`src/rtl/memcyc_pkg.sv`:
```
package memcyc_pkg;
    localparam int WORD_W  = 15;
    localparam int OFF_W   = 10;
    localparam int BANK_W  = 6;
    localparam int FLD_W   = 2;
    localparam int ADDR_W  = OFF_W + FLD_W;
    localparam int STORE_W = WORD_W + 1;

    typedef enum logic [FLD_W-1:0] {
        FLD_ERAS   = 2'b00,
        FLD_FIX1   = 2'b01,
        FLD_FIX2   = 2'b10,
        FLD_SWITCH = 2'b11
    } bank_fld_e;

    typedef logic [WORD_W-1:0]  payload_t;
    typedef logic [STORE_W-1:0] stored_t;
    typedef logic [BANK_W-1:0]  bank_t;
    typedef logic [OFF_W-1:0]   off_t;
    typedef logic [ADDR_W-1:0]  addr_t;
endpackage

```
`src/rtl/memcyc_decode.sv`:
```
module memcyc_decode
    import memcyc_pkg::*;
(
    input  addr_t addr,
    input  bank_t sw_bank,
    output logic  is_fixed,
    output bank_t bank,
    output off_t  offset
);
    bank_fld_e fld;
    assign fld = bank_fld_e'(addr[ADDR_W-1 -: FLD_W]);

    always_comb begin
        offset = addr[OFF_W-1:0];
        unique case (fld)
            FLD_ERAS: begin
                is_fixed = 1'b0;
                bank     = '0;
            end
            FLD_FIX1: begin
                is_fixed = 1'b1;
                bank     = BANK_W'(1);
            end
            FLD_FIX2: begin
                is_fixed = 1'b1;
                bank     = BANK_W'(2);
            end
            default: begin
                is_fixed = 1'b1;
                bank     = sw_bank;
            end
        endcase
    end
endmodule

```
`src/rtl/memcyc_parity.sv`:
```
module memcyc_parity #(
    parameter int W = 15
) (
    input  logic [W-1:0] payload,
    output logic         odd_bit
);
    // bit that makes the count of ones over payload plus itself odd
    assign odd_bit = ~(^payload);
endmodule

```
`src/rtl/memcyc_seq.sv`:
```
module memcyc_seq #(
    parameter  int TP_COUNT = 12,
    localparam int TP_W     = $clog2(TP_COUNT + 1)
) (
    input  logic            clk,
    input  logic            rst_n,
    input  logic            start,
    output logic [TP_W-1:0] tp,
    output logic            busy,
    output logic            last
);
    localparam logic [TP_W-1:0] TP_LAST = TP_W'(TP_COUNT);
    localparam logic [TP_W-1:0] TP_ONE  = TP_W'(1);

    typedef struct packed {
        logic [TP_W-1:0] tp;
    } seq_t;

    seq_t s_d, s_q;

    always_comb begin
        s_d = s_q;
        if (s_q.tp == '0) begin
            if (start) s_d.tp = TP_ONE;
        end else if (s_q.tp == TP_LAST) begin
            s_d.tp = '0;
        end else begin
            s_d.tp = s_q.tp + TP_ONE;
        end
    end

    always_ff @(posedge clk) begin
        if (!rst_n) s_q <= '0;
        else        s_q <= s_d;
    end

    assign tp   = s_q.tp;
    assign busy = (s_q.tp != '0);
    assign last = (s_q.tp == TP_LAST);

    p_wrap_r2: assert property (@(posedge clk) disable iff (!rst_n)
        last |=> (tp == '0));
    p_step_r2: assert property (@(posedge clk) disable iff (!rst_n)
        (busy && !last) |=> (tp == $past(tp) + TP_ONE));
    p_idle_r2: assert property (@(posedge clk) disable iff (!rst_n)
        (!busy && !start) |=> !busy);
endmodule

```
`src/rtl/memcyc_ctrl.sv`:
```
module memcyc_ctrl
    import memcyc_pkg::*;
#(
    parameter  int TP_COUNT      = 12,
    parameter  int ERAS_READY_TP = 6,
    parameter  int FIX_READY_TP  = 7,
    parameter  int WIN_FIRST     = 7,
    parameter  int WIN_LAST      = 10,
    localparam int TP_W          = $clog2(TP_COUNT + 1)
) (
    input  logic            clk,
    input  logic            rst_n,
    input  logic            start,
    input  addr_t           addr,
    input  bank_t           bank_sel,
    input  logic            cpu_we,
    input  payload_t        cpu_wdata,
    input  logic            clr_alarm,
    output logic [TP_W-1:0] tp,
    output logic            busy,
    output logic            cycle_done,
    output logic            win,
    output payload_t        buf_word,
    output logic            mem_fixed,
    output bank_t           mem_bank,
    output off_t            mem_offset,
    output logic            mem_rd_en,
    input  stored_t         mem_rdata,
    output logic            mem_wr_en,
    output stored_t         mem_wdata,
    output logic            par_alarm
);
    localparam int WB_TP = WIN_LAST + 1;
    localparam logic [TP_W-1:0] TP_RD_ERAS = TP_W'(ERAS_READY_TP - 1);
    localparam logic [TP_W-1:0] TP_RD_FIX  = TP_W'(FIX_READY_TP - 1);
    localparam logic [TP_W-1:0] TP_WIN_LO  = TP_W'(WIN_FIRST);
    localparam logic [TP_W-1:0] TP_WIN_HI  = TP_W'(WIN_LAST);
    localparam logic [TP_W-1:0] TP_WB      = TP_W'(WB_TP);

    typedef struct packed {
        addr_t   addr;
        bank_t   sw;
        stored_t buff;
        logic    mod;
        logic    alarm;
    } ctl_t;

    ctl_t c_d, c_q;

    logic rd_par_bit;
    logic wb_par_bit;
    logic rd_ok;

    memcyc_seq #(.TP_COUNT(TP_COUNT)) u_seq (
        .clk   (clk),
        .rst_n (rst_n),
        .start (start),
        .tp    (tp),
        .busy  (busy),
        .last  (cycle_done)
    );

    memcyc_decode u_dec (
        .addr     (c_q.addr),
        .sw_bank  (c_q.sw),
        .is_fixed (mem_fixed),
        .bank     (mem_bank),
        .offset   (mem_offset)
    );

    memcyc_parity #(.W(WORD_W)) u_par_rd (
        .payload (mem_rdata[WORD_W-1:0]),
        .odd_bit (rd_par_bit)
    );

    memcyc_parity #(.W(WORD_W)) u_par_wb (
        .payload (c_q.buff[WORD_W-1:0]),
        .odd_bit (wb_par_bit)
    );

    assign rd_ok     = (rd_par_bit == mem_rdata[STORE_W-1]);
    assign mem_rd_en = busy && (tp == (mem_fixed ? TP_RD_FIX : TP_RD_ERAS));
    assign win       = (tp >= TP_WIN_LO) && (tp <= TP_WIN_HI);
    assign mem_wr_en = (tp == TP_WB) && !mem_fixed;
    assign mem_wdata = c_q.mod ? {wb_par_bit, c_q.buff[WORD_W-1:0]} : c_q.buff;
    assign buf_word  = c_q.buff[WORD_W-1:0];
    assign par_alarm = c_q.alarm;

    always_comb begin
        c_d = c_q;
        if (start && !busy) begin
            c_d.addr = addr;
            c_d.sw   = bank_sel;
            c_d.mod  = 1'b0;
        end
        if (mem_rd_en) begin
            c_d.buff = mem_rdata;
        end
        if (win && cpu_we) begin
            c_d.buff[WORD_W-1:0] = cpu_wdata;
            c_d.mod              = 1'b1;
        end
        if (clr_alarm) begin
            c_d.alarm = 1'b0;
        end else if (mem_rd_en && !rd_ok) begin
            c_d.alarm = 1'b1;
        end
    end

    always_ff @(posedge clk) begin
        if (!rst_n) c_q <= '0;
        else        c_q <= c_d;
    end

    p_reset_r1: assert property (@(posedge clk)
        $past(!rst_n) |-> (!busy && !par_alarm && !mem_wr_en));

    p_rd_eras_r4: assert property (@(posedge clk) disable iff (!rst_n)
        (mem_rd_en && !mem_fixed) |-> (tp == TP_RD_ERAS));
    p_rd_fix_r5: assert property (@(posedge clk) disable iff (!rst_n)
        (mem_rd_en && mem_fixed) |-> (tp == TP_RD_FIX));

    p_hold_r6: assert property (@(posedge clk) disable iff (!rst_n)
        (!mem_rd_en && !win) |=> $stable(buf_word));

    p_wb_odd_r7: assert property (@(posedge clk) disable iff (!rst_n)
        (mem_wr_en && c_q.mod) |-> (^mem_wdata));

    p_no_fixed_wr_r8: assert property (@(posedge clk) disable iff (!rst_n)
        mem_wr_en |-> (!mem_fixed && busy));

    p_detect_r9: assert property (@(posedge clk) disable iff (!rst_n)
        (mem_rd_en && !rd_ok && !clr_alarm) |=> par_alarm);
    p_sticky_r9: assert property (@(posedge clk) disable iff (!rst_n)
        (par_alarm && !clr_alarm) |=> par_alarm);

    p_clear_r10: assert property (@(posedge clk) disable iff (!rst_n)
        clr_alarm |=> !par_alarm);

    p_win_r11: assert property (@(posedge clk) disable iff (!rst_n)
        win |-> (busy && !mem_wr_en && !mem_rd_en));
endmodule

```
`config.mk`:
```
export PLATFORM = sky130hd
export DESIGN_NAME = memcyc_ctrl
export DESIGN_NICKNAME = d
export VERILOG_FILES = /design/src/rtl/memcyc_pkg.sv /design/src/rtl/memcyc_decode.sv /design/src/rtl/memcyc_parity.sv /design/src/rtl/memcyc_seq.sv /design/src/rtl/memcyc_ctrl.sv
export SDC_FILE = /design/constraint.sdc
export NUM_CORES = 1
export LEC_CHECK = 0
export BUFFER_PORTS_ARGS = -buffer_cell sky130_fd_sc_hd__buf_2
export CORE_MARGIN = 2
export CORE_UTILIZATION = 50
export DETAILED_ROUTE_END_ITERATION = 6
export PLACE_DENSITY = 0.86
export REMOVE_ABC_BUFFERS = 1
export SLEW_MARGIN = 40
export SYNTH_ARGS = -nofsm -noshare
export SYNTH_HDL_FRONTEND = slang
export SYNTH_SLANG_ARGS = --single-unit
```
`constraint.sdc`:
```
create_clock -name clk -period 3.6 [get_ports clk]
set_clock_uncertainty 0.05 [all_clocks]
set_input_delay 0.18 -clock clk [delete_from_list [all_inputs] [get_ports clk]]
set_output_delay 0.18 -clock clk [all_outputs]
set_load 0.1 [all_outputs]
```
Word-level counts from Yosys, hierarchy flattened. Index checks and enable logic that the tools add are counted.

Bits in writable memories: 0. Bits in read-only memories: 0. Input bits: 54. Register bits: 40. Latch bits: 0. Memories: 0. Output and inout bits: 58.

Reduce and logical (&&, ||, !) cells: 16. Multiply operators: 0. $lt $le $gt $ge: 2. Divide/modulo/power cells: 0. Multiplexer cells: 10. Shifts and indexed selects: 0. Bitwise operators: 3. Equal/unequal tests: 7. $add $sub $neg: 1.

Operators with widths (count): 16-bit two-way mux (2); 15-bit parity (2); 6-bit case mux with 3 select lines (1); 15-bit two-way mux (1); 4-bit two-way mux (3); 4-bit == test, second input constant (2); 1-bit logical AND (6); 4-bit by 1-bit adder with 4-bit output, second input constant (1); 4-bit by 3-bit == test with 1-bit output (1); 4-bit by 3-bit >= comparator with 1-bit output, second input constant (1); 4-bit less-or-equal comparator, second input constant (1); 4-bit logical NOT (1); 2-bit nonzero test (2); 4-bit nonzero test (1); 1-bit inverter (3); 2-bit by 1-bit == test with 1-bit output, second input constant (1); 2-bit == test, second input constant (1); 1-bit logical NOT (2); 2-bit logical NOT (1); 1-bit two-way mux (2); 2-bit two-way mux (1); 2-bit != test, second input constant (1); 2-bit OR reduction (1); 1-bit == test (1).

Logic depth before layout (Yosys ltp). Gate-level depths: netlist (run 1).

Depth in word-level cells: 6. Gate-level depth with buffers: 9.

Hierarchy. From an unflattened synthesis (run 1), not the netlist that was laid out.

Cell total of the unflattened synthesis: 269. Area, all modules: 2486.1 sq um.

Modules (own cells, without submodules): memcyc_ctrl (instances 1, cells each 201, area each 1825.5 sq um); memcyc_parity (instances 2, cells each 11, area each 137.6 sq um); memcyc_seq (instances 1, cells each 27, area each 251.5 sq um); memcyc_decode (instances 1, cells each 19, area each 133.9 sq um).

Worst setup path before layout (run 1). Ideal clock, no wire load.

Path kind: register to register. Start point: reg u_seq.s_q (netlist bit u_seq.tp[0]). End point: reg c_q (netlist bit buf_word[11]). Stages on the path, launching flop included: 9. Data required time: 3.476 ns. Arrival time: 2.793 ns. Path slack: 0.683 ns. Buffers on the path: 1. Clock period less this slack: 2.917 ns. Cell sequence: dfxtp_1 inv_1 ha_1 nand2b_1 a22o_1 nand2_1 buf_2 o21ai_0 a31oi_1.

Longest elaborated chain between the ends: 4.

Ends and longest elaborated chain: start: declaration (line memcyc_seq.sv:19) `seq_t s_d, s_q;`; start signal: assignment (line memcyc_seq.sv:33) `if (!rst_n) s_q <= '0;`; start signal: assignment (line memcyc_seq.sv:34) `else s_q <= s_d;`; 4-bit by 3-bit >= comparator with 1-bit output or 4-bit less-or-equal comparator (tied branches) (line memcyc_ctrl.sv:83) `assign win = (tp >= TP_WIN_LO) && (tp <= TP_WIN_HI);`; 1-bit logical AND (*) (line memcyc_ctrl.sv:83); via win (line memcyc_ctrl.sv:22) `output logic win,`; 1-bit logical AND (*) (line memcyc_ctrl.sv:99) `if (win && cpu_we) begin`; 16-bit two-way mux or 2-bit nonzero test (tied branches); end signal: assignment (line memcyc_ctrl.sv:111) `if (!rst_n) c_q <= '0;`; end signal: assignment (line memcyc_ctrl.sv:112) `else c_q <= c_d;`; end: declaration (line memcyc_ctrl.sv:48) `ctl_t c_d, c_q;`.

The timed path passes the listed nets; every way through them passes the cells marked *. A chain may end at the register's enable or synchronous reset.

Worst setup path after layout (run 1).
Start point: reg c_q[34] (netlist bit). End point: out mem_rd_en.

Longest elaborated chain between the ends: 4.

Ends and longest elaborated chain: 2-bit logical NOT (line memcyc_decode.sv:15) `unique case (fld)`; 2-bit two-way mux (line memcyc_ctrl.sv:82) `assign mem_rd_en = busy && (tp == (mem_fixed ? TP_RD_FIX : TP_RD_ERAS));`; 4-bit by 3-bit == test with 1-bit output (line memcyc_ctrl.sv:82); 1-bit logical AND (line memcyc_ctrl.sv:82); end: declaration (line memcyc_ctrl.sv:27) `output logic mem_rd_en,`.

No other way between the ends.

==> summary.md, run 1 <==
| Metric | Value |
|---|---|
| Final standard cell count with taps included and fillers excluded | `412` |
| Port Buffer Count | `111` |
| Multi-input gate area | `1136 µm²` |
| Total of endpoints with negative setup slack in the final report | `0` |
| Reg2Reg Depth | `7` |
| Pwr dens | `640.7 nW/µm²` |
| Share of post-route cells with drive strength above 1 | `0.3444` |
| Worst-Margin Slew | `0.6439 ns` |
| Final core utilization | `0.6069` |
| Antenna violations before repair | `0` |
| Min Hold Slack | `0.08897 ns` |
| Syn_area_per_cell | `between 7 and 8 µm²` |
| Smallest setup slack after layout | `1.385 ns` |
| Buffer levels on the longest clock path | `2` |
| Launch point of the worst path | `c_q[34]` |
| First-pass GRT wire length | `8162 µm` |
| Number of nets in the layout | `416` |
| Total wire length after detailed routing | `5154 µm` |
| Post-synthesis mux area share | `0` |
| End point of the critical path | `mem_rd_en` |
| FILL cells | `roughly 420` |
| Instance count after placement with tap cells included | `404` |
| First drt pass iteration count | `5` |
| Post-detailed-route wirelength per cell | `12.51 µm` |
| Count of flip-flops with a built-in enable after synthesis | `0` |
| Yosys top cell area share | `0.3426` |
| TritonCTS clock tree | `done` |
| Clock transition at the register clock pins on the worst setup and hold paths after CTS | `0.08 ns` |
| Placeable core region | `4414 µm²` |
| Data arrival time of the worst path | `1.98 ns` |
| HPWL reported at the end of detailed placement | `~3800 µm` |
| Final RePlAce weighted congestion | `0.8089` |
| Primary FF master, synth | `dfxtp_1` |
| Count of mapped cells out of synthesis | `293` |
| Maximum clock frequency | `451.5 MHz` |
| Reg2reg end | `c_q[32]` |
| Vias after detailed routing | `2,087` |
| Critical path startpoint category | `register` |
| Area grow syn2layout | `14.61%` |
| Crit. End Element | `output pin` |
| Die width | `72.37 µm` |
| Parity-gate share of the synthesized area counting xor and xnor cells | `0.1087` |
| Rel. slew slack | `0.5697` |
| Most instantiated cells after synthesis | `76 x nand2_1, 42 x buf_4, 40 x dfxtp_1` |
| M1 GR Usage | `0.2172` |
| Effective utilization at floorplan | `0.5295` |
| Register area share after synthesis | `0.3426` |
| Post-synthesis adder-cell area fraction | `0.01606` |
| Main combinational cell family by area after synthesis | `simple AND/OR/NAND/NOR gates` |
| Crit Path Max Fanout | `18` |
| Leading area contributor after synthesis | `dfxtp_1` |
| Number of cells upsized or downsized after cts | `0` |
| Vias in the first global route | `1,946` |
| Total overflow reported by the global router | `0` |
| Clock tree root driver cell | `clkbuf_8` |
| FF+latch count, synth | `40` |
| CTS H-Tree Depth | `2` |
| Path type of the worst min-delay path | `in2reg` |
| Storage element area | `800.8 µm²` |
| Proportion of register bits with asynchronous set or reset after synthesis | `0` |
| Initial detailed-routing violation count | `between 90 and 100` |
| Maximum number of pins on one net before global-route repair | `41` |
| Cells along the critical path | `or2_4 -> o22ai_2 -> nand2_4 -> inv_6 -> buf_2` |
| Share of the synthesized area in compound gates (AO/OA/AOI/OAI) | `0.1788` |
| # clock sinks | `40` |
| Final hold violation count | `0` |
| Met3 global-route usage | `0.04028` |
| Number of violations of the max-capacitance limit | `0` |
| CP Data Required Time | `around 3.4 ns` |
| Post-route clock period utilization | `0.6153` |
| Clock buffer count from CTS | `5` |
| Remaining antenna violation count | `0` |
| Number of buffers added to fix hold violations after cts | `0` |
| Global routing's busiest layer | `met2` |
| Highest cell delay on the worst timing path | `0.45 ns` |
| Dominant cell by count in the synthesized netlist | `nand2_1` |
| Worst reg2reg setup slack | `approximately 1.6 ns` |
| Path type of the worst setup path | `reg2out` |
| Post-synth design cell area | `2337 µm²` |
| Chip Height | `72.37 µm` |
| Overall fraction of global-route tracks in use | `0.1927` |
| Met2 track utilization from global routing | `0.3629` |
| Basic-gate share of the synthesized area counting and, or, nand and nor cells | `0.1815` |
| Diodes inserted | `0` |
| Clock latency of the later-clocked register in the worst-skew pair | `around 0.28 ns` |
| Post-place setup slack | `between 1 and 1.5 ns` |
| Number of buffers added for setup after CTS | `0` |
| # DRC | `0` |
| Count of pins over their slew limit | `0` |
| Clock period minus final worst setup slack | `~2.2 ns` |
| Setup repair after global routing missed its margin | `no` |
| Worst-path cell with the longest stage delay | `buf_2` |
| Yosys synthesis warning count | `0` |
| Top-level port count | `112` |
| Die outline area | `5237 µm²` |
| Launch instance of the worst register-to-register path | `u_seq.tp[0]` |
| Vias per inst | `~5.1` |
| Status | `completed` |
| Area contributors post-synth | `dfxtp_1 34%, buf_4 13%, nand2_1 12%` |
| Num rows | `24` |
| Count of cell types in the netlist | `29` |
| Worst vdd rail ir drop | `0.4252 mV` |
| Leakage power | `0.001260 µW` |
-- power breakdown --
group	switching, µW	internal [µW]
registers	50.9	501
logic	677	181
clock network	151	156
total	879	838
-- area by class of cell --
cell class | count | share of cell area
Sequential cell | 40 | 0.2989
Inverter | 6 | 0.01028
Clock buffer | 7 | 0.03223
Tap cell | 52 | 0.02429
Multi-Input combinational cell | 195 | 0.4241
Timing Repair Buffer | 111 | 0.2074
Clock inverter | 1 | 0.002802
-- metrics by stage --
| stage | total power, µW | area [µm²] | setup TNS, ns |
|---|---|---|---|
| floorplan | 1253 | 1962 | -0.4701 |
| global placement | 1400 | 2582 | 0 |
| detailed placement | 1422 | 2582 | 0 |
| CTS | 1729 | 2676 | 0 |
| global route | 1806 | 2679 | 0 |
| finish | 1716 | 2679 | 0 |
-- worst min-delay path by stage --
stage | cells past startpoint | from | end | slack (ns)
2_1_floorplan | 1 | rst_n | u_seq.tp[2] | 0.25
3_3_place_gp | 3 | bank_sel[3] | c_q[21] | 0.37
3_5_place_dp | 3 | addr[5] | c_q[29] | 0.38
4_1_cts | 3 | addr[5] | c_q[29] | 0.08
5_1_grt | 3 | addr[5] | c_q[29] | 0.09
6_report | 3 | addr[5] | c_q[29] | 0.09
-- sequential cells by signal, summed over array words and instances, names as in the netlist --
signal,cells
buf_word,15
u_seq.tp,4
par_alarm,1
c_q,20
-- layout by cell type, fill, tap and decap left out, types with 4 or more instances in the layout --
cell type	netlist	routed
nand2_1	76	75
o21ai_0	19	19
a21boi_0	21	21
xnor2_1	26	26
buf_2	5	111
nor2_1	4	4
and3_1	5	5
inv_1	5	5
clkbuf_8	0	6
dfxtp_1	40	40
a31oi_1	15	15
-- layer usage --
| layer | up-vias | routed length [µm] |
|---|---|---|
| li1 | 1048 | - |
| met1 | 963 | 2142 |
| met2 | 74 | 2670 |
| met3 | 2 | 305 |
| met4 | 0 | 36 |
| met5 | - | 0 |
-- critical path, delay by kind of cell (launching register included) --
family | cells | cell delay (ns)
simple gates | 2 | 0.47
flops | 1 | 0.39
buf+inv | 2 | 0.63
compound gates | 1 | 0.21
-- cells by family (layout without fill, tap and decap cells) --
kind of cell,Yosys count,in the layout
AND/OR/NAND/NOR,98,98
buffers and inverters,58,125
AO/OA/AOI/OAI,65,65
adder cells (fa/ha/maj),3,3
flip-flops,40,40
XOR/XNOR,29,29
Power figures use the tool's default switching activity.
==> run 2, diff against run 1 <==
--- a/config.mk
+++ b/config.mk
@@ -5,11 +5,12 @@
 export SDC_FILE = /design/constraint.sdc
 export NUM_CORES = 1
 export LEC_CHECK = 0
+export ABC_AREA = 1
 export BUFFER_PORTS_ARGS = -buffer_cell sky130_fd_sc_hd__buf_2
 export CORE_MARGIN = 2
-export CORE_UTILIZATION = 50
+export CORE_UTILIZATION = 47
 export DETAILED_ROUTE_END_ITERATION = 6
-export PLACE_DENSITY = 0.86
+export PLACE_DENSITY = 0.8
 export REMOVE_ABC_BUFFERS = 1
 export SLEW_MARGIN = 40
 export SYNTH_ARGS = -nofsm -noshare
==> constraint.sdc (replaced) <==
create_clock -name clk -period 2.21 [get_ports clk]
set_clock_uncertainty 0.05 [all_clocks]
set_input_delay 0.1105 -clock clk [delete_from_list [all_inputs] [get_ports clk]]
set_output_delay 0.1105 -clock clk [all_outputs]
set_load 0.1 [all_outputs]
==> run 2 against run 1 <==
Utilization is 4.1 points lower. Combinational power is 81% higher. Clock power is 95% higher. Final cell count increased by 17%. Wire length grew 7.9%. Sequential cell count did not move. Final area is 7.8% higher. Area after synthesis grew 6.3%. Synthesized cell count rose by 17%. Critical path depth unchanged. Die area is 12% higher. Highest routed layer unchanged.
==> summary.md, run 2 <==
| Metric | Value |
|---|---|
| Vias in the first global route | `2,093` |
| Data arrival time of the worst path | `1.92 ns` |
| Share of post-route cells with drive strength above 1 | `0.3374` |
| Num rows | `26` |
| Clock transition at the register clock pins on the worst setup and hold paths after CTS | `0.08 ns` |
| Placeable core region | `roughly 5100 µm²` |
| TritonCTS clock tree | `done` |
| Cells along the critical path | `nand2_1 -> a21oi_2 -> nand3_4 -> clkinv_2 -> buf_2` |
| Worst reg2reg setup slack | `0.30 ns` |
| Worst min-delay path startpoint | `cpu_wdata[0]` |
| Effective utilization at floorplan | `0.4863` |
| Smallest setup slack after layout | `0.1310 ns` |
| Post-place setup slack | `0.3112 ns` |
| Worst hold path stage count | `3` |
| Biggest register | `c_q` |
| Yosys top cell area share | `0.3224` |
| Dominant cell by count in the synthesized netlist | `nand2_1` |
| Clock tree root driver cell | `clkbuf_8` |
| Top library cells by usage in the layout, fill and taps aside | `110 x buf_2, 74 x nand2_1, 40 x dfxtp_1` |
| Total Negative Setup Slacks | `0 ns` |
| Maximum clock frequency | `481.0 MHz` |
| Area grow syn2layout | `16.27%` |
| Leakage power | `0.001422 µW` |
| Count of flip-flops with a built-in enable after synthesis | `0` |
| Post-detailed-route wirelength per cell | `~12 µm` |
| Overall fraction of global-route tracks in use | `0.1903` |
| Total overflow reported by the global router | `0` |
| Clock latency of the later-clocked register in the worst-skew pair | `around 0.28 ns` |
| Vias after detailed routing | `2,320` |
| Worst-path cell with the longest stage delay | `dfxtp_1` |
| First-pass GRT wire length | `9177 µm` |
| Most frequent standard cell in the layout excluding fill and tap cells | `buf_2` |
| Worst vdd rail ir drop | `0.7098 mV` |
| Yosys synthesis warning count | `0` |
| Count of pins over their slew limit | `0` |
| CP Data Required Time | `2.05 ns` |
| Total power of the final layout | `~3100 µW` |
| Syn_area_per_cell | `approximately 7.3 µm²` |
| Antenna violations before repair | `0` |
| Highest cell delay on the worst timing path | `0.56 ns` |
| Reg2Reg Depth | `8` |
| FF+latch count, synth | `40` |
| Worst hold endpoint | `buf_word[0]` |
| Most instantiated cells after synthesis | `74 x nand2_1, 42 x buf_4, 40 x dfxtp_1` |
| Area contributors post-synth | `dfxtp_1 32%, buf_4 13%, nand2_1 11%` |
| Flip-flop count of the largest register, all copies and words added | `20` |
| Remaining antenna violation count | `0` |
| # clock sinks | `40` |
| Total of endpoints with negative setup slack in the final report | `0` |
| Count of mapped cells out of synthesis | `342` |
| Primary FF master, synth | `dfxtp_1` |
| Number of nets in the layout | `468` |
| Final hold violation count | `0` |
| Path type of the worst min-delay path | `in2reg` |
| Setup repair after global routing missed its margin | `no` |
| Buffer levels on the longest clock path | `2` |
| Maximum number of pins on one net before global-route repair | `27` |
| # DRC | `0` |
| Die width | `76.70 µm` |
| Initial detailed-routing violation count | `97` |
| Reg2reg end | `c_q[21]` |
| Count of cell types in the netlist | `30` |
| Port Buffer Count | `between 100 and 150` |
| Leading area contributor after synthesis | `dfxtp_1` |
| Vias per inst | `4.813` |
| Launch point of the worst path | `u_seq.tp[2]` |
| Proportion of register bits with asynchronous set or reset after synthesis | `0` |
| Launch instance of the worst register-to-register path | `u_seq.tp[0]` |
| CTS H-Tree Depth | `2` |
| Rel. slew slack | `0.6694` |
| Critical path startpoint category | `register` |
| Clock buffer count from CTS | `5` |
| Total wire length after detailed routing | `5561 µm` |
| Chip Height | `~77 µm` |
| Crit Path Max Fanout | `14` |
| Top-level port count | `112` |
| Diodes inserted | `0` |
| Post-synth design cell area | `2484 µm²` |
| Die outline area | `5882 µm²` |
| First drt pass iteration count | `4` |
| Register area share after synthesis | `0.3224` |
| Worst-Margin Slew | `0.4993 ns` |
| Clock period minus final worst setup slack | `2.079 ns` |
| HPWL reported at the end of detailed placement | `4266 µm` |
| Status | `completed` |
| Pwr dens | `roughly 1100 nW/µm²` |
| Crit. End Element | `output pin` |
| Path type of the worst setup path | `reg2out` |
| Post-route clock period utilization | `0.9407` |
| Number of violations of the max-capacitance limit | `0` |
| Final RePlAce weighted congestion | `0.7503` |
| Final core utilization | `0.5654` |
==> run 2: changes by cell type after synthesis, sizes merged, moves of 5 or more <==
cell    previous run  this run
and3               5         0
nand3              0        36
nor2               4        10
xor2               3         9
a21boi            24         0
xnor2             26        15
o21ai             21        16
a21oi              2        30
inv                6        33
==> run 2: cell type report <==
class                      instances  area, µm²
tap                               70      87.58
inverter                          36      141.4
timing repair buffer             114      583.1
sequential                        40      800.8
multi-input combinational        214       1164
clock inverter                     3      42.54
fill                             509       2220
clock buffer                       5      68.82
==> run 2: cell families (layout without fill, tap and decap cells) <==
logic type      Yosys count  count (layout)  synth area share
compound gates           58              58            0.1259
simple gates            129             129            0.2428
fa+ha+maj                 3               3           0.01511
flops                    40              40            0.3224
buf+inv                  88             158            0.2091
xor+xnor                 24              24           0.08464
==> run 2: worst max-delay path, delay by kind of cell, from the launching register on <==
family          cells  cell delay (ns)
compound gates      1             0.16
buf+inv             2             0.65
flops               1             0.56
simple gates        2             0.25
==> run 2: how the worst max path moves through the flow <==
stage / cells after the start / endpoint / slack (ns)
finish: 5 / mem_rd_en / 0.13
global route: 5 / mem_rd_en / 0.01
CTS: 5 / mem_rd_en / 0.11
detailed placement: 8 / c_q[21] / 0.31
global placement: 8 / c_q[18] / 0.43
floorplan: 5 / u_seq.tp[0] / -1.74
==> run 2: per-layer routing <==
metal | up-vias | GRT usage | share of wire
met4 | 0 | 0.04909 | 0.0047
met3 | 2 | 0.04706 | 0.075
met1 | 1026 | 0.2293 | 0.46
li1 | 1194 | - | -
met5 | - | 0 | 0
met2 | 98 | 0.3368 | 0.46
==> run 2: per-stage QoR <==
stage	hold slack (ns)	instance area, µm²	std cells
after floorplan	0.1989	2106	290
after global placement	0.3039	2764	473
after detailed placement	0.3124	2764	473
after CTS	0.003726	2885	482
after global routing	0.01420	2888	482
final	0.01027	2888	482
==> run 2: where the power goes <==
| group | switching [µW] | internal [µW] |
|---|---|---|
| Sequential | 84.1 | 833 |
| Combinational | 1250 | 300 |
| Clock | 266 | 334 |
==> run 2: what timing repair did <==
item / in CTS / in global routing
gates resized for setup: 0 / 1
hold endpoints to repair: 1 / 0
setup buffers: 0 / 0
hold buffers: 1 / 0
endpoints found under the setup margin: 0 / 1
==> run 3, diff against run 2 <==
--- a/config.mk
+++ b/config.mk
@@ -8,9 +8,9 @@
 export ABC_AREA = 1
 export BUFFER_PORTS_ARGS = -buffer_cell sky130_fd_sc_hd__buf_2
 export CORE_MARGIN = 2
-export CORE_UTILIZATION = 47
+export CORE_UTILIZATION = 43
 export DETAILED_ROUTE_END_ITERATION = 6
-export PLACE_DENSITY = 0.8
+export PLACE_DENSITY = 0.77
 export REMOVE_ABC_BUFFERS = 1
 export SLEW_MARGIN = 40
 export SYNTH_ARGS = -nofsm -noshare
==> constraint.sdc (replaced) <==
create_clock -name clk -period 1.9 [get_ports clk]
set_clock_uncertainty 0.05 [all_clocks]
set_input_delay 0.095 -clock clk [delete_from_list [all_inputs] [get_ports clk]]
set_output_delay 0.095 -clock clk [all_outputs]
set_load 0.1 [all_outputs]
==> run 3 against run 2 <==
Register-to-register slack lost 0.14 ns. Sequential cell count is the same. Sequential power grew 17%. Worst setup slack lost 0.052 ns. Wire length grew 5.2%. Clock power shrank 5.0%. Global-route usage shrank 1.1 points. Utilization shrank 3.7 points. Combinational power grew 22%. Power grew 15%. Via count grew 0.91%. Critical path type unchanged. Largest power group unchanged. Highest routed layer unchanged.
==> summary.md, run 3 (synthesis results as in run 2) <==
| Metric | Value |
|---|---|
| Status | `completed` |
| DP Area | `2819 µm²` |
| Final RePlAce weighted congestion | `0.8030` |
| CP Data Required Time | `1.75 ns` |
| Crit Path Max Fanout | `4` |
| Path type of the worst min-delay path | `in2reg` |
| Biggest register | `c_q` |
| Number of violations of the max-capacitance limit | `0` |
| Cell area after layout | `2930 µm²` |
| Vias in the first global route | `2,032` |
| Placeable core region | `about 5500 µm²` |
| Maximum clock frequency | `549.1 MHz` |
| Post-place setup slack | `0.1558 ns` |
| Antenna violations before repair | `0` |
| First-pass GRT wire length | `just over 9000 µm` |
| Maximum number of pins on one net before global-route repair | `28` |
| Critical path startpoint category | `register` |
| Clock period minus final worst setup slack | `1.821 ns` |
| Chip Height | `80 µm` |
| Top library cells by usage in the layout, fill and taps aside | `106 x buf_2, 74 x nand2_1, 36 x dfxtp_1` |
| Die width | `around 80 µm` |
| TritonCTS clock tree | `done` |
| Count of buffer and inverter cells on the critical path | `2` |
| Worst vdd rail ir drop | `~0.71 mV` |
| Vias per inst | `4.827` |
| Port Buffer Count | `111` |
| Count of pins over their slew limit | `0` |
| Initial detailed-routing violation count | `50` |
| Num rows | `27` |
| Diodes inserted | `0` |
| Effective utilization at floorplan | `0.4483` |
| Area grow syn2layout | `17.98%` |
| Clock buffer count from CTS | `5` |
| Cells along the critical path | `xor2_1 -> xnor2_1 -> xnor2_1 -> inv_1 -> nand2_1 -> nand3_1 -> nand2_1 -> buf_12` |
| Remaining antenna violation count | `0` |
| Post-route clock period utilization | `0.9586` |
| Path type of the worst setup path | `reg2out` |
| Final standard cell count with taps included and fillers excluded | `485` |
| Largest delay contributor family on the critical path | `XOR/XNOR gates` |
| HPWL reported at the end of detailed placement | `4543 µm` |
| Top-level port count | `between 100 and 150` |
| Share of post-route cells with drive strength above 1 | `0.3438` |
| # DRC | `0` |
| Highest cell delay on the worst timing path | `0.38 ns` |
| Total wire length after detailed routing | `5848 µm` |
| Leakage power | `0.001429 µW` |
| Instance count after placement with tap cells included | `476` |
| Worst-path cell with the longest stage delay | `dfxtp_1` |
| CTS H-Tree Depth | `2` |
| Overall fraction of global-route tracks in use | `0.1797` |
| Setup repair after global routing missed its margin | `yes` |
| Data arrival time of the worst path | `roughly 1.7 ns` |
| Clock latency of the later-clocked register in the worst-skew pair | `0.28 ns` |
| Number of nets in the layout | `469` |
| Pwr dens | `1204 nW/µm²` |
| Rel. slew slack | `0.6724` |
| Die outline area | `approximately 6400 µm²` |
| Clock tree root driver cell | `clkbuf_8` |
| Buffer levels on the longest clock path | `2` |
| Post-detailed-route wirelength per cell | `12.06 µm` |
| Clock transition at the register clock pins on the worst setup and hold paths after CTS | `0.08 ns` |
| Crit. End Element | `output pin` |
| Vias after detailed routing | `about 2.3k` |
| Worst-Margin Slew | `0.4948 ns` |
| # clock sinks | `40` |
| First drt pass iteration count | `4` |
| Final hold violation count | `0` |
| Total overflow reported by the global router | `0` |
| Flip-flop count of the largest register, all copies and words added | `20` |
| Most frequent standard cell in the layout excluding fill and tap cells | `buf_2` |
| Total of endpoints with negative setup slack in the final report | `0` |
| Smallest setup slack after layout | `0.07873 ns` |
| Number of buffers added for setup after CTS | `0` |
## run 3: changes by cell type in the layout (fill, tap and decap cells not counted), sizes merged
cell and change:
buf +1, bufinv -1, inv -1, clkbuf +3
clkinvlp -1
## run 3: timing repair
item	CTS	global route
endpoints found under the setup margin	1	10
hold endpoints to repair	1	0
hold buffers	1	0
gates resized for setup	1	6
pin swaps	0	2
## run 3: routing by layer
metal	track usage	vias up	share of wire
met5	0	-	0
met4	0.05593	0	0.0077
met2	0.3283	99	0.47
met1	0.2069	1042	0.44
li1	-	1195	-
met3	0.03846	5	0.082
## run 3: layout make-up
cell class,count,area [µm²]
clock buffers,8,90.09
fillers,545,2610
inverters,36,142.6
multi-input cells,214,1164
flip-flops and latches,40,805.8
well taps,72,90.09
repair buffers,115,638.1
## run 3: worst reg2reg max path, stage by stage (launching register included)
cell and delay [ns]:
dfxtp_1 0.43, inv_1 0.13, ha_1 0.22, o21ai_2 0.15
nand2_4 0.09, nand2_8 0.14, clkinv_4 0.15, nor3_1 0.16
a21oi_1 0.06, a21oi_1 0.11
## run 3: worst paths after layout
kind | end | cells past startpoint | start | slack [ns]
hold / removal | buf_word[0] | 3 | cpu_wdata[0] | 0.006
setup / recovery | mem_wdata[15] | 8 | buf_word[11] | 0.08
setup reg to reg | buf_word[3] | 9 | u_seq.tp[0] | 0.16
hold reg to reg | c_q[18] | 2 | c_q[18] | 0.40
## run 3: power by group
part / total (µW) / switching [µW] / leakage [µW] / internal [µW]
sequential: 1070 / 96.3 / 0.000328 / 970
combinational: 1890 / 1470 / 0.00106 / 419
clock: 570 / 274 / 0.0000455 / 296
total: 3530 / 1840 / 0.00143 / 1680
## run 3: stage by stage
stage | TNS (ns) | power (µW) | util | hold WS, ns
finish | 0 | 3529 | 0.5289 | 0.006187
global route | -0.05991 | 3722 | 0.5289 | 0.002283
CTS | 0 | 3554 | 0.5273 | 0.001310
detailed placement | 0 | 2982 | 0.5088 | 0.2981
global placement | 0 | 2954 | 0.5088 | 0.2859
floorplan | -34.05 | 2538 | - | 0.1834
